[src/rtl/cam_cap_pkg.sv]
package cam_cap_pkg;

    localparam int BYTE_W = 8;
    localparam int PIX_W  = 2 * BYTE_W;

    typedef enum logic [1:0] {
        VS_SEEK_HIGH = 2'd0,
        VS_SEEK_LOW  = 2'd1,
        VS_ACTIVE    = 2'd2
    } vs_state_e;

    typedef enum logic {
        PH_HI = 1'b0,
        PH_LO = 1'b1
    } phase_e;

    typedef struct packed {
        logic [4:0] red;
        logic [5:0] green;
        logic [4:0] blue;
    } rgb565_t;

    function automatic rgb565_t join_bytes(input logic [BYTE_W-1:0] hi,
                                           input logic [BYTE_W-1:0] lo);
        return rgb565_t'({hi, lo});
    endfunction

endpackage

[src/rtl/cam_frame_sync.sv]
module cam_frame_sync
    import cam_cap_pkg::*;
(
    input  logic pclk,
    input  logic rst,
    input  logic vsync,
    output logic start_now,
    output logic active,
    output logic frame_start
);

    vs_state_e state, state_nxt;

    always_comb begin
        state_nxt = state;
        case (state)
            VS_SEEK_HIGH: if (vsync)  state_nxt = VS_SEEK_LOW;
            VS_SEEK_LOW:  if (!vsync) state_nxt = VS_ACTIVE;
            VS_ACTIVE:    if (vsync)  state_nxt = VS_SEEK_LOW;
            default:                  state_nxt = VS_SEEK_HIGH;
        endcase
    end

    assign start_now = (state == VS_SEEK_LOW) && !vsync;
    assign active    = (state == VS_ACTIVE) && !vsync;

    always_ff @(posedge pclk) begin
        if (rst) begin
            state       <= VS_SEEK_HIGH;
            frame_start <= 1'b0;
        end else begin
            state       <= state_nxt;
            frame_start <= start_now;
        end
    end

endmodule

[src/rtl/cam_byte_pairer.sv]
module cam_byte_pairer
    import cam_cap_pkg::*;
(
    input  logic              pclk,
    input  logic              rst,
    input  logic              take,
    input  logic              line_rise,
    input  logic [BYTE_W-1:0] din,
    output logic              pair_done,
    output rgb565_t           word
);

    phase_e            phase;
    phase_e            phase_eff;
    logic [BYTE_W-1:0] hi_byte;

    assign phase_eff = line_rise ? PH_HI : phase;
    assign pair_done = take && (phase_eff == PH_LO);
    assign word      = join_bytes(hi_byte, din);

    always_ff @(posedge pclk) begin
        if (rst) begin
            phase   <= PH_HI;
            hi_byte <= '0;
        end else if (take) begin
            if (phase_eff == PH_HI) begin
                hi_byte <= din;
                phase   <= PH_LO;
            end else begin
                phase   <= PH_HI;
            end
        end
    end

endmodule

[src/rtl/cam_pos_counter.sv]
module cam_pos_counter
    import cam_cap_pkg::*;
#(
    parameter int LINE_PIX    = 320,
    parameter int FRAME_LINES = 240,
    parameter int XW          = $clog2(LINE_PIX + 1),
    parameter int YW          = $clog2(FRAME_LINES + 1)
) (
    input  logic          pclk,
    input  logic          rst,
    input  logic          clear,
    input  logic          pair_done,
    input  rgb565_t       word,
    input  logic          line_fall,
    output logic          pix_valid,
    output logic [PIX_W-1:0] pix_data,
    output logic [XW-1:0] pix_x,
    output logic [YW-1:0] pix_y,
    output logic          line_end,
    output logic          overrun
);

    localparam logic [XW-1:0] X_LIM = XW'(LINE_PIX);
    localparam logic [YW-1:0] Y_LIM = YW'(FRAME_LINES);

    logic [XW-1:0] x_cnt;
    logic [YW-1:0] y_cnt;

    always_ff @(posedge pclk) begin
        if (rst) begin
            x_cnt     <= '0;
            y_cnt     <= '0;
            pix_valid <= 1'b0;
            pix_data  <= '0;
            pix_x     <= '0;
            pix_y     <= '0;
            line_end  <= 1'b0;
            overrun   <= 1'b0;
        end else begin
            pix_valid <= 1'b0;
            line_end  <= 1'b0;
            if (clear) begin
                x_cnt   <= '0;
                y_cnt   <= '0;
                overrun <= 1'b0;
            end else begin
                if (pair_done) begin
                    if (x_cnt == X_LIM) begin
                        overrun <= 1'b1;
                    end else begin
                        x_cnt <= x_cnt + 1'b1;
                        if (y_cnt < Y_LIM) begin
                            pix_valid <= 1'b1;
                            pix_data  <= word;
                            pix_x     <= x_cnt;
                            pix_y     <= y_cnt;
                        end
                    end
                end
                if (line_fall) begin
                    x_cnt    <= '0;
                    line_end <= 1'b1;
                    if (y_cnt != Y_LIM) y_cnt <= y_cnt + 1'b1;
                end
            end
        end
    end

endmodule

[src/rtl/cam_pixel_capture.sv]
module cam_pixel_capture
    import cam_cap_pkg::*;
#(
    parameter int LINE_PIX    = 320,
    parameter int FRAME_LINES = 240,
    parameter int XW          = $clog2(LINE_PIX + 1),
    parameter int YW          = $clog2(FRAME_LINES + 1)
) (
    input  logic              pclk,
    input  logic              rst,
    input  logic              vsync,
    input  logic              href,
    input  logic [BYTE_W-1:0] din,
    output logic              pix_valid,
    output logic [PIX_W-1:0]  pix_data,
    output logic [XW-1:0]     pix_x,
    output logic [YW-1:0]     pix_y,
    output logic              frame_start,
    output logic              line_end,
    output logic              overrun
);

    logic    href_d;
    logic    start_now;
    logic    active;
    logic    take;
    logic    line_rise;
    logic    line_fall;
    logic    pair_done;
    rgb565_t word;

    always_ff @(posedge pclk) begin
        if (rst) href_d <= 1'b0;
        else     href_d <= href;
    end

    assign line_rise = href && !href_d;
    assign line_fall = href_d && !href && active;
    assign take      = href && active;

    cam_frame_sync u_sync (
        .pclk        (pclk),
        .rst         (rst),
        .vsync       (vsync),
        .start_now   (start_now),
        .active      (active),
        .frame_start (frame_start)
    );

    cam_byte_pairer u_pair (
        .pclk      (pclk),
        .rst       (rst),
        .take      (take),
        .line_rise (line_rise),
        .din       (din),
        .pair_done (pair_done),
        .word      (word)
    );

    cam_pos_counter #(
        .LINE_PIX    (LINE_PIX),
        .FRAME_LINES (FRAME_LINES),
        .XW          (XW),
        .YW          (YW)
    ) u_pos (
        .pclk      (pclk),
        .rst       (rst),
        .clear     (start_now),
        .pair_done (pair_done),
        .word      (word),
        .line_fall (line_fall),
        .pix_valid (pix_valid),
        .pix_data  (pix_data),
        .pix_x     (pix_x),
        .pix_y     (pix_y),
        .line_end  (line_end),
        .overrun   (overrun)
    );

endmodule

[config.mk]
export PLATFORM = sky130hd
export DESIGN_NAME = cam_pixel_capture
export DESIGN_NICKNAME = d
export VERILOG_FILES = /design/src/rtl/cam_cap_pkg.sv /design/src/rtl/cam_frame_sync.sv /design/src/rtl/cam_byte_pairer.sv /design/src/rtl/cam_pos_counter.sv /design/src/rtl/cam_pixel_capture.sv
export SDC_FILE = /design/constraint.sdc
export NUM_CORES = 1
export LEC_CHECK = 0
export ABC_CLOCK_PERIOD_IN_PS = 2500
export BUFFER_PORTS_ARGS = -buffer_cell sky130_fd_sc_hd__buf_2
export CAP_MARGIN = 5
export CELL_PAD_IN_SITES_DETAIL_PLACEMENT = 0
export CELL_PAD_IN_SITES_GLOBAL_PLACEMENT = 1
export CORE_MARGIN = 2
export CORE_UTILIZATION = 43
export DETAILED_ROUTE_END_ITERATION = 8
export PLACE_DENSITY = 0.79
export SETUP_SLACK_MARGIN = 0.3
export SLEW_MARGIN = 10
export SYNTH_ARGS = -nofsm -noshare
export SYNTH_HDL_FRONTEND = slang
export SYNTH_SLANG_ARGS = --single-unit
[constraint.sdc]
create_clock -name pclk -period 2.5 [get_ports pclk]
set_input_delay 0.5 -clock pclk [delete_from_list [all_inputs] [get_ports pclk]]
set_output_delay 0.5 -clock pclk [all_outputs]
set_load 0.03 [all_outputs]
==> summary.json, run 1 <==
{
  "run_status": {
    "run_status": "completed"
  },
  "clock_tree": {
    "sinks_on_clock_net": 66,
    "max-clock-path-buffers": 2,
    "cts_tree": "built",
    "clkSlewWorstSetupHoldPaths_ns": 0.07,
    "root_buffer": "sky130_fd_sc_hd__clkbuf_8",
    "h-tree-depth": 3,
    "cts_inserted_buffers": 9,
    "cts_hold_repair.buffers": 0,
    "worst_skew_pair.late_latency_ns": 0.33
  },
  "yosys": {
    "synth-seq-area-share_pct": 44.5,
    "yosys_warnings": 0,
    "netlist_area_mm2": 0.00297,
    "synth_edf_count": 0,
    "netlist.area_leader.share_pct": 44.5,
    "yosys_most_used_dff": "sky130_fd_sc_hd__dfxtp_1",
    "post_synth_inst_count": 297,
    "synth-compound-area-share_pct": 4.01,
    "largest_family_of_logic_cells_by_synthesized_area": "simple AND/OR/NAND/NOR gates",
    "netlist_top_cells_area": "sky130_fd_sc_hd__dfxtp_1 45%, sky130_fd_sc_hd__mux2i_1 15%, sky130_fd_sc_hd__nand2b_1 14%",
    "post_synth_fa_ha_maj_area_fraction_pct": 1.69,
    "post_synth_mux_area_share_pct": 14.5,
    "post_synth_xor_area_fraction_pct": 3.54,
    "synth_largest_area_cell": "sky130_fd_sc_hd__dfxtp_1",
    "synth_async_sr_flop_share_pct": 0,
    "syn_avg_cell_area_um2": 9.99,
    "synth_simple_gate_area_share_pct": 27.7,
    "synth_seq_cells": 66,
    "synthDistinctLibCells": 40,
    "synth_fp_nets": 313
  },
  "global_routing": {
    "first_global_vias": 1956,
    "grt_usage_pct": 15.6,
    "grt_antenna_before_repair": 0,
    "globalRoute.totalOverflow": 0,
    "grt_pass1_wl_um": 9160,
    "grt_start_max_net_pins": 33
  },
  "timing": {
    "report.final.hold_viol_count": 0,
    "setup_repair_after_global_routing_missed_its_margin": "no",
    "final_min_period_over_clock_period_pct": 81.7,
    "finClkSkew_ns": 0.00959,
    "timing.fmax_ghz": 0.489,
    "relSlewSlack_pct": 63.8,
    "report.final.slew_viol_count": 0,
    "setup_total_negative_slack_ns": 0,
    "timing.final.crit_period_ns": 2.04,
    "worst_slew_pin_slew_ns": 0.529,
    "setup_viol": 0
  },
  "worst_setup_path": {
    "critical-path-top-delay-family": "simple AND/OR/NAND/NOR gates",
    "worst_path_buffer_plus_inverter_count": 2,
    "regToRegStartpoint": "u_pos.x_cnt[0]",
    "critPathMaxStageDelay_ns": 0.41,
    "maximum_fanout_count_along_the_critical_path": 19,
    "endpoint_kind": "register",
    "critical-path-slowest-cell": "sky130_fd_sc_hd__dfxtp_1",
    "reg2reg_to": "u_pos.pix_y[5]",
    "worstPathCellList": "inv_1, ha_1, and4b_1, a211oi_4, and3_2, buf_6, mux2i_1",
    "worst_ep_arrival_time_ns": 2.30,
    "timing.reg2reg.setup_slack_ns": 0.46,
    "cp_data_required_time_ns": 2.76,
    "reg2reg_depth": 7,
    "start_kind": "register",
    "critical_path_class": "register to register"
  },
  "power_and_ir_drop": {
    "seq_power_share_pct": 52.5,
    "swShare_pct": 20.5,
    "power_switching_mw": 0.413,
    "power.static_leakage_nw": 1.35,
    "ir_worst_vdd_v": 0.000250,
    "p_per_area_mw_per_mm2": 584,
    "power_report.internal_total_mw": 1.60,
    "totalPowerFinal_mw": 2.02,
    "p_clk_share_pct": 43.9,
    "power.share.combinational_pct": 3.6
  },
  "flow_run": {
    "maxCapViolCount": 0
  },
  "drt": {
    "wl_per_cell_um": 12.9,
    "initialDrtViolationCount": 85,
    "drt-pass1-iter-count": 5,
    "vias": 2114,
    "via_per_inst": 4.93,
    "route.detailed.drc": 0,
    "postRouteAntennaNets": 0,
    "totalWireLength_um": 5530
  },
  "min_path": {
    "worst_hold_path.num_cells": 2,
    "hold_class": "input port to register",
    "timing.hold.worst.start": "vsync",
    "whs_endpoint": "u_sync.state[1]"
  },
  "floorplanning": {
    "die-height_um": 87.1,
    "pin_count": 49,
    "die_area_mm2": 0.00758,
    "floorplan.initialDensity_pct": 44.2,
    "placement_rows": 30,
    "core_area_mm2": 0.00672,
    "die_width_um": 87.1
  },
  "place": {
    "routabilityCongestion": 0.826,
    "numPlacedInstances": 413,
    "port_buffers": 48,
    "dp.final_hpwl_um": 3880
  },
  "cells_and_area": {
    "synthToLayoutAreaGrowth_pct": 16.4,
    "nets": 360,
    "n_fill_cell": 628,
    "most_common_cell_after_layout_fill_and_taps_aside": "sky130_fd_sc_hd__nand2b_1",
    "post_route_cells_drive_above_1_share_pct": 22.1,
    "num_antenna_cells": 0,
    "layout.cells.non_filler": 429,
    "mostFrequentLayoutCells": "67 x sky130_fd_sc_hd__nand2b_1, 66 x sky130_fd_sc_hd__dfxtp_1, 48 x sky130_fd_sc_hd__buf_2"
  }
}
==> power by group through the flow <==
| stage | Sequential, mW | Combinational, mW | Clock (mW) |
|---|---|---|---|
| finish | 1.06 | 0.0731 | 0.885 |
| global route | 1.06 | 0.0799 | 0.958 |
| CTS | 1.06 | 0.0743 | 0.920 |
| detailed placement | 1.08 | 0.0742 | 0 |
| global placement | 1.08 | 0.0737 | 0 |
| floorplan | 1.08 | 0.0492 | 0 |
==> layer usage <==
metal	GRT usage [%]	share of wire [%]
met1	19.9	50
met2	23.7	43
met3	3.79	5.1
met4	9.09	1.5
met5	0	0
==> per-stage QoR <==
| step | worst slack, ns | cell area (um2) | util, % | hold slack, ns |
|---|---|---|---|---|
| 2_1_floorplan | 0.651 | 2970 | - | 0.452 |
| 3_3_place_gp | 0.399 | 3250 | 48.4 | 0.455 |
| 3_5_place_dp | 0.308 | 3250 | 48.4 | 0.459 |
| 4_1_cts | 0.377 | 3450 | 51.3 | 0.397 |
| 5_1_grt | 0.305 | 3460 | 51.4 | 0.423 |
| 6_report | 0.457 | 3460 | 51.4 | 0.418 |
==> area by class of cell <==
class                      instances  area (um2)  area share, %
multi-input combinational        208        1530           44.2
sequential                        66        1320           38.2
timing repair buffer              53         285           8.25
clock buffer                      14         163           4.71
tap                               80         100           2.90
clock inverter                     2        35.0           1.01
inverter                           6        22.5          0.652
==> registers in the layout (all words and copies together) (netlist names) <==
| register | count |
|---|---|
| u_pos.line_end | 1 |
| u_sync.state | 2 |
| u_pos.x_cnt | 9 |
| u_sync.frame_start | 1 |
| u_pos.y_cnt | 8 |
| href_d | 1 |
| u_pos.pix_valid | 1 |
| u_pos.overrun | 1 |
| u_pos.pix_y | 8 |
| u_pos.pix_data | 16 |
| u_pair.hi_byte | 8 |
| u_pair.phase | 1 |
| u_pos.pix_x | 9 |
==> cells by family (layout without fill, tap and decap cells) <==
| kind of cell | count (synthesis) | after routing |
|---|---|---|
| adders and majority gates | 4 | 4 |
| muxes | 43 | 43 |
| xor gates and xnor gates | 12 | 12 |
| buffers and inverters | 23 | 75 |
| AOI/OAI and AO/OA | 14 | 14 |
| DFF | 66 | 66 |
| and+or+nand+nor | 135 | 135 |
==> cells in the mapped netlist (4+ instances only) <==
library cell	instances
sky130_fd_sc_hd__nand2b_1	67
sky130_fd_sc_hd__nand3_1	6
sky130_fd_sc_hd__nor2_1	26
sky130_fd_sc_hd__a21oi_1	5
sky130_fd_sc_hd__xor2_1	4
sky130_fd_sc_hd__xnor2_1	8
sky130_fd_sc_hd__buf_6	4
sky130_fd_sc_hd__inv_1	6
sky130_fd_sc_hd__dfxtp_1	66
sky130_fd_sc_hd__ha_1	4
sky130_fd_sc_hd__nand2_1	5
sky130_fd_sc_hd__clkbuf_1	11
sky130_fd_sc_hd__mux2i_1	43
sky130_fd_sc_hd__nand4_1	8
==> timing repair <==
| action | in CTS | in global routing |
|---|---|---|
| endpoints found under the setup margin | 0 | 26 |
| resized for setup | 0 | 2 |
| buffers inserted | 0 | 0 |
==> worst max path at each step <==
stage          slack (ns)  depth (start not counted)                  to      startpoint
5_1_grt              0.31                          7   u_pos.pix_data[1]  u_pos.x_cnt[0]
2_1_floorplan        0.65                          8  u_pos.pix_data[10]  u_pos.x_cnt[0]
3_3_place_gp         0.40                          6      u_pos.pix_y[5]           vsync
4_1_cts              0.38                          7   u_pos.pix_data[2]  u_pos.x_cnt[0]
6_report             0.46                          7      u_pos.pix_y[5]  u_pos.x_cnt[0]
3_5_place_dp         0.31                          6  u_pos.pix_data[14]           vsync
Note: power is estimated with default switching activity, not from simulation.
==> run 2: changes to the inputs <==
--- a/config.mk
+++ b/config.mk
@@ -5,15 +5,15 @@
 export SDC_FILE = /design/constraint.sdc
 export NUM_CORES = 1
 export LEC_CHECK = 0
-export ABC_CLOCK_PERIOD_IN_PS = 2500
+export ABC_CLOCK_PERIOD_IN_PS = 1700
 export BUFFER_PORTS_ARGS = -buffer_cell sky130_fd_sc_hd__buf_2
 export CAP_MARGIN = 5
 export CELL_PAD_IN_SITES_DETAIL_PLACEMENT = 0
 export CELL_PAD_IN_SITES_GLOBAL_PLACEMENT = 1
 export CORE_MARGIN = 2
-export CORE_UTILIZATION = 43
+export CORE_UTILIZATION = 39
 export DETAILED_ROUTE_END_ITERATION = 8
-export PLACE_DENSITY = 0.79
+export PLACE_DENSITY = 0.75
 export SETUP_SLACK_MARGIN = 0.3
 export SLEW_MARGIN = 10
 export SYNTH_ARGS = -nofsm -noshare
==> constraint.sdc (replaced) <==
create_clock -name pclk -period 1.7 [get_ports pclk]
set_input_delay 0.34 -clock pclk [delete_from_list [all_inputs] [get_ports pclk]]
set_output_delay 0.34 -clock pclk [all_outputs]
set_load 0.03 [all_outputs]
==> run 2 against run 1 <==
Against the previous run:
- the flow now finishes with violations (setup timing)
- register-to-register slack got worse by 0.60 ns
- combinational power grew 81%
- maximum frequency grew 11%
- worst setup slack got worse by 0.60 ns
- final cell count increased by 14%
- sequential share of layout area down 5.4 points
- total power rose by 65%
- sequential power increased by 46%
==> summary.json, run 2 (synthesized netlist as in run 1, its figures left out) <==
{
  "worst_setup_path": {
    "timing.reg2reg.setup_slack": {"value": -0.15, "unit": "ns", "change": "was 0.46 ns"},
    "worstPathCellList": {"value": "inv_2, ha_4, and4b_2, a211oi_4, and3_4, buf_12, buf_16, mux2i_2", "change": "was inv_1, ha_1, and4b_1, a211oi_4, and3_2, buf_6, mux2i_1"},
    "regToRegStartpoint": {"value": "u_pos.x_cnt[1]", "change": "was u_pos.x_cnt[0]"},
    "maximum_fanout_count_along_the_critical_path": {"value": 7, "change": "was 19"},
    "endpoint_kind": {"value": "register", "change": "unchanged"},
    "reg2reg_depth": {"value": 8, "change": "was 7"},
    "cp_data_required_time": {"value": 1.97, "unit": "ns", "change": "was 2.76 ns"},
    "critical-path-slowest-cell": {"value": "sky130_fd_sc_hd__dfxtp_2", "change": "was sky130_fd_sc_hd__dfxtp_1"},
    "start_kind": {"value": "register", "change": "unchanged"},
    "critPathMaxStageDelay": {"value": 0.34, "unit": "ns", "change": "was 0.41 ns"},
    "worst_ep_arrival_time": {"value": 2.11, "unit": "ns", "change": "was 2.30 ns"},
    "worst_path_buffer_plus_inverter_count": {"value": 3, "change": "was 2"},
    "reg2reg_to": {"value": "u_pos.pix_x[0]", "change": "was u_pos.pix_y[5]"},
    "critical_path_class": {"value": "register to register", "change": "unchanged"},
    "critical-path-top-delay-family": {"value": "simple AND/OR/NAND/NOR gates", "change": "unchanged"}
  },
  "timing": {
    "worst_slack": {"value": -0.145, "unit": "ns", "change": "was 0.457 ns"},
    "relSlewSlack": {"value": 68.0, "unit": "%", "change": "was 63.8%"},
    "final_min_period_over_clock_period": {"value": 109, "unit": "%", "change": "was 81.7%"},
    "report.final.slew_viol_count": {"value": 0, "change": "unchanged"},
    "timing.final.crit_period": {"value": 1.85, "unit": "ns", "change": "was 2.04 ns"},
    "setup_total_negative_slack": {"value": -2.77, "unit": "ns", "change": "was 0 ns"},
    "worst_slew_pin_slew": {"value": 0.476, "unit": "ns", "change": "was 0.529 ns"},
    "report.final.hold_viol_count": {"value": 0, "change": "unchanged"},
    "fin_worst_hold_slack": {"value": 0.250, "unit": "ns", "change": "was 0.418 ns"},
    "timing.fmax": {"value": 0.542, "unit": "GHz", "change": "was 0.489 GHz"},
    "finClkSkew": {"value": 0.0106, "unit": "ns", "change": "was 0.00959 ns"},
    "setup_repair_after_global_routing_missed_its_margin": {"value": "yes", "change": "was no"},
    "setup_viol": {"value": 36, "change": "was 0"}
  },
  "global_routing": {
    "globalRoute.totalOverflow": {"value": 0, "change": "unchanged"},
    "grt_usage": {"value": 17.3, "unit": "%", "change": "was 15.6%"},
    "grt_start_max_net_pins": {"value": 59, "change": "was 33"},
    "grt_antenna_before_repair": {"value": 0, "change": "unchanged"},
    "first_global_vias": {"value": 2323, "change": "was 1956"},
    "grt_pass1_wl": {"value": 11400, "unit": "um", "change": "was 9160 um"}
  },
  "floorplanning": {
    "core_area": {"value": 0.00729, "unit": "mm2", "change": "was 0.00672 mm2"},
    "placement_rows": {"value": 31, "change": "was 30"},
    "die_area": {"value": 0.00832, "unit": "mm2", "change": "was 0.00758 mm2"},
    "floorplan.initialDensity": {"value": 40.7, "unit": "%", "change": "was 44.2%"},
    "die_width": {"value": 91.2, "unit": "um", "change": "was 87.1 um"},
    "die-height": {"value": 91.2, "unit": "um", "change": "was 87.1 um"},
    "pin_count": {"value": 49, "change": "unchanged"}
  },
  "power_and_ir_drop": {
    "p_per_area": {"value": 816, "unit": "mW/mm2", "change": "was 584 mW/mm2"},
    "power_switching": {"value": 0.725, "unit": "mW", "change": "was 0.413 mW"},
    "totalPowerFinal": {"value": 3.32, "unit": "mW", "change": "was 2.02 mW"},
    "power.share.combinational": {"value": 4.0, "unit": "%", "change": "was 3.6%"},
    "seq_power_share": {"value": 46.7, "unit": "%", "change": "was 52.5%"},
    "ir_worst_vdd": {"value": 0.000400, "unit": "V", "change": "was 0.000250 V"},
    "p_clk_share": {"value": 49.3, "unit": "%", "change": "was 43.9%"},
    "swShare": {"value": 21.8, "unit": "%", "change": "was 20.5%"},
    "power.static_leakage": {"value": 1.62, "unit": "nW", "change": "was 1.35 nW"},
    "power_report.internal_total": {"value": 2.60, "unit": "mW", "change": "was 1.60 mW"}
  },
  "drt": {
    "vias": {"value": 2354, "change": "was 2114"},
    "totalWireLength": {"value": 6890, "unit": "um", "change": "was 5530 um"},
    "wl_per_cell": {"value": 14.1, "unit": "um", "change": "was 12.9 um"},
    "drt-pass1-iter-count": {"value": 6, "change": "was 5"},
    "via_per_inst": {"value": 4.82, "change": "was 4.93"},
    "route.detailed.drc": {"value": 0, "change": "unchanged"},
    "postRouteAntennaNets": {"value": 0, "change": "unchanged"},
    "initialDrtViolationCount": {"value": 67, "change": "was 85"}
  },
  "run_status": {
    "failing_checks": "setup timing",
    "run_status": {"value": "finished, violations left", "change": "was completed"}
  },
  "place": {
    "dp.final_hpwl": {"value": 4330, "unit": "um", "change": "was 3880 um"},
    "port_buffers": {"value": 48, "change": "unchanged"},
    "routabilityCongestion": {"value": 0.787, "change": "was 0.826"}
  },
  "cells_and_area": {
    "largest_registers": {"value": "u_pos.pix_data (16), u_pos.pix_x (9), u_pos.x_cnt (9)", "change": "unchanged"},
    "nets": {"value": 400, "change": "was 360"},
    "top_register": {"value": "u_pos.pix_data", "change": "unchanged"},
    "flip_flop_count_of_the_largest_register_all_copies_and_words_added": {"value": 16, "change": "unchanged"},
    "most_common_cell_after_layout_fill_and_taps_aside": {"value": "sky130_fd_sc_hd__nand2b_1", "change": "unchanged"},
    "synthToLayoutAreaGrowth": {"value": 37.3, "unit": "%", "change": "was 16.4%"},
    "post_route_cells_drive_above_1_share": {"value": 36.5, "unit": "%", "change": "was 22.1%"},
    "mostFrequentLayoutCells": {"value": "67 x sky130_fd_sc_hd__nand2b_1, 58 x sky130_fd_sc_hd__dfxtp_1, 48 x sky130_fd_sc_hd__buf_2", "change": "was 67 x sky130_fd_sc_hd__nand2b_1, 66 x sky130_fd_sc_hd__dfxtp_1, 48 x sky130_fd_sc_hd__buf_2"},
    "num_antenna_cells": {"value": 0, "change": "unchanged"}
  },
  "clock_tree": {
    "cts_inserted_buffers": {"value": 9, "change": "unchanged"},
    "cts_hold_repair.buffers": {"value": 0, "change": "unchanged"},
    "root_buffer": {"value": "sky130_fd_sc_hd__clkbuf_8", "change": "unchanged"},
    "clkSlewWorstSetupHoldPaths": {"value": 0.08, "unit": "ns", "change": "was 0.07 ns"},
    "max-clock-path-buffers": {"value": 2, "change": "unchanged"},
    "h-tree-depth": {"value": 3, "change": "unchanged"},
    "sinks_on_clock_net": {"value": 66, "change": "unchanged"},
    "cts_tree": {"value": "built", "change": "unchanged"},
    "worst_skew_pair.late_latency": {"value": 0.35, "unit": "ns", "change": "was 0.33 ns"}
  },
  "min_path": {
    "whs_endpoint": {"value": "u_pair.hi_byte[6]", "change": "was u_sync.state[1]"},
    "worst_hold_path.num_cells": {"value": 3, "change": "was 2"},
    "hold_class": {"value": "input port to register", "change": "unchanged"},
    "timing.hold.worst.start": {"value": "din[6]", "change": "was vsync"}
  },
  "flow_run": {
    "maxCapViolCount": {"value": 0, "change": "unchanged"}
  }
}
## run 2: final cells by class
cell class | count | area [um2]
repair buffers | 93 | 722
flip-flops and latches | 66 | 1340
clock inverters | 7 | 125
clock buffers | 9 | 124
fillers | 667 | 3220
well taps | 99 | 124
inverters | 6 | 22.5
multi-input cells | 208 | 1620
## run 2: power by group through the flow
stage               clock (mW)  sequential, mW  combinational [mW]
floorplan                    0            1.59              0.0724
global placement             0            1.59               0.121
detailed placement           0            1.59               0.123
CTS                       1.66            1.55               0.129
global route              1.74            1.55               0.144
finish                    1.64            1.55               0.132
## run 2: routing by layer
metal	GRT usage [%]	wire, um	vias to the layer above
li1	-	-	1179
met1	22.0	3280	1124
met2	28.4	3320	42
met3	3.15	173	9
met4	7.95	122	0
met5	0	0	-
## run 2: metrics by stage
step	setup slack (ns)	std cells	utilization (%)	cell area (um2)
after floorplan	-0.104	297	-	2990
after global placement	-0.0209	454	47.5	3470
after detailed placement	-0.0679	454	47.5	3470
after CTS	-0.0665	486	54.7	3990
after global routing	-0.198	488	55.9	4070
final	-0.145	488	55.9	4070
## run 2: worst max-delay path by stage
| stage | startpoint | end | depth (start not counted) |
|---|---|---|---|
| after floorplan | u_pos.x_cnt[0] | u_pos.pix_data[10] | 8 |
| after global placement | u_pos.x_cnt[1] | u_pos.pix_data[5] | 7 |
| after detailed placement | u_pos.x_cnt[1] | u_pos.pix_data[1] | 7 |
| after CTS | u_pos.x_cnt[1] | u_pos.pix_x[5] | 8 |
| after global routing | u_pos.x_cnt[0] | u_pos.pix_x[0] | 8 |
| final | u_pos.x_cnt[1] | u_pos.pix_x[0] | 8 |
## run 2: repair_timing
| action | 4_1_cts | 5_1_grt |
|---|---|---|
| pin swaps | 13 | 12 |
| resized for setup | 19 | 16 |
| endpoints found under the hold margin | 0 | 0 |
| endpoints found under the setup margin | 57 | 59 |
| gates cloned | 3 | 0 |
| setup buffers | 13 | 2 |
## run 2: worst reg2reg max path: cells and delay by family, from the launching register on
kind / cells / cell delay, ns
AO/OA/AOI/OAI: 1 / 0.26
AND/OR/NAND/NOR: 2 / 0.52
flip-flops: 1 / 0.34
adder cells (fa/ha/maj): 1 / 0.14
buffers and inverters: 3 / 0.30
multiplexers: 1 / 0.22
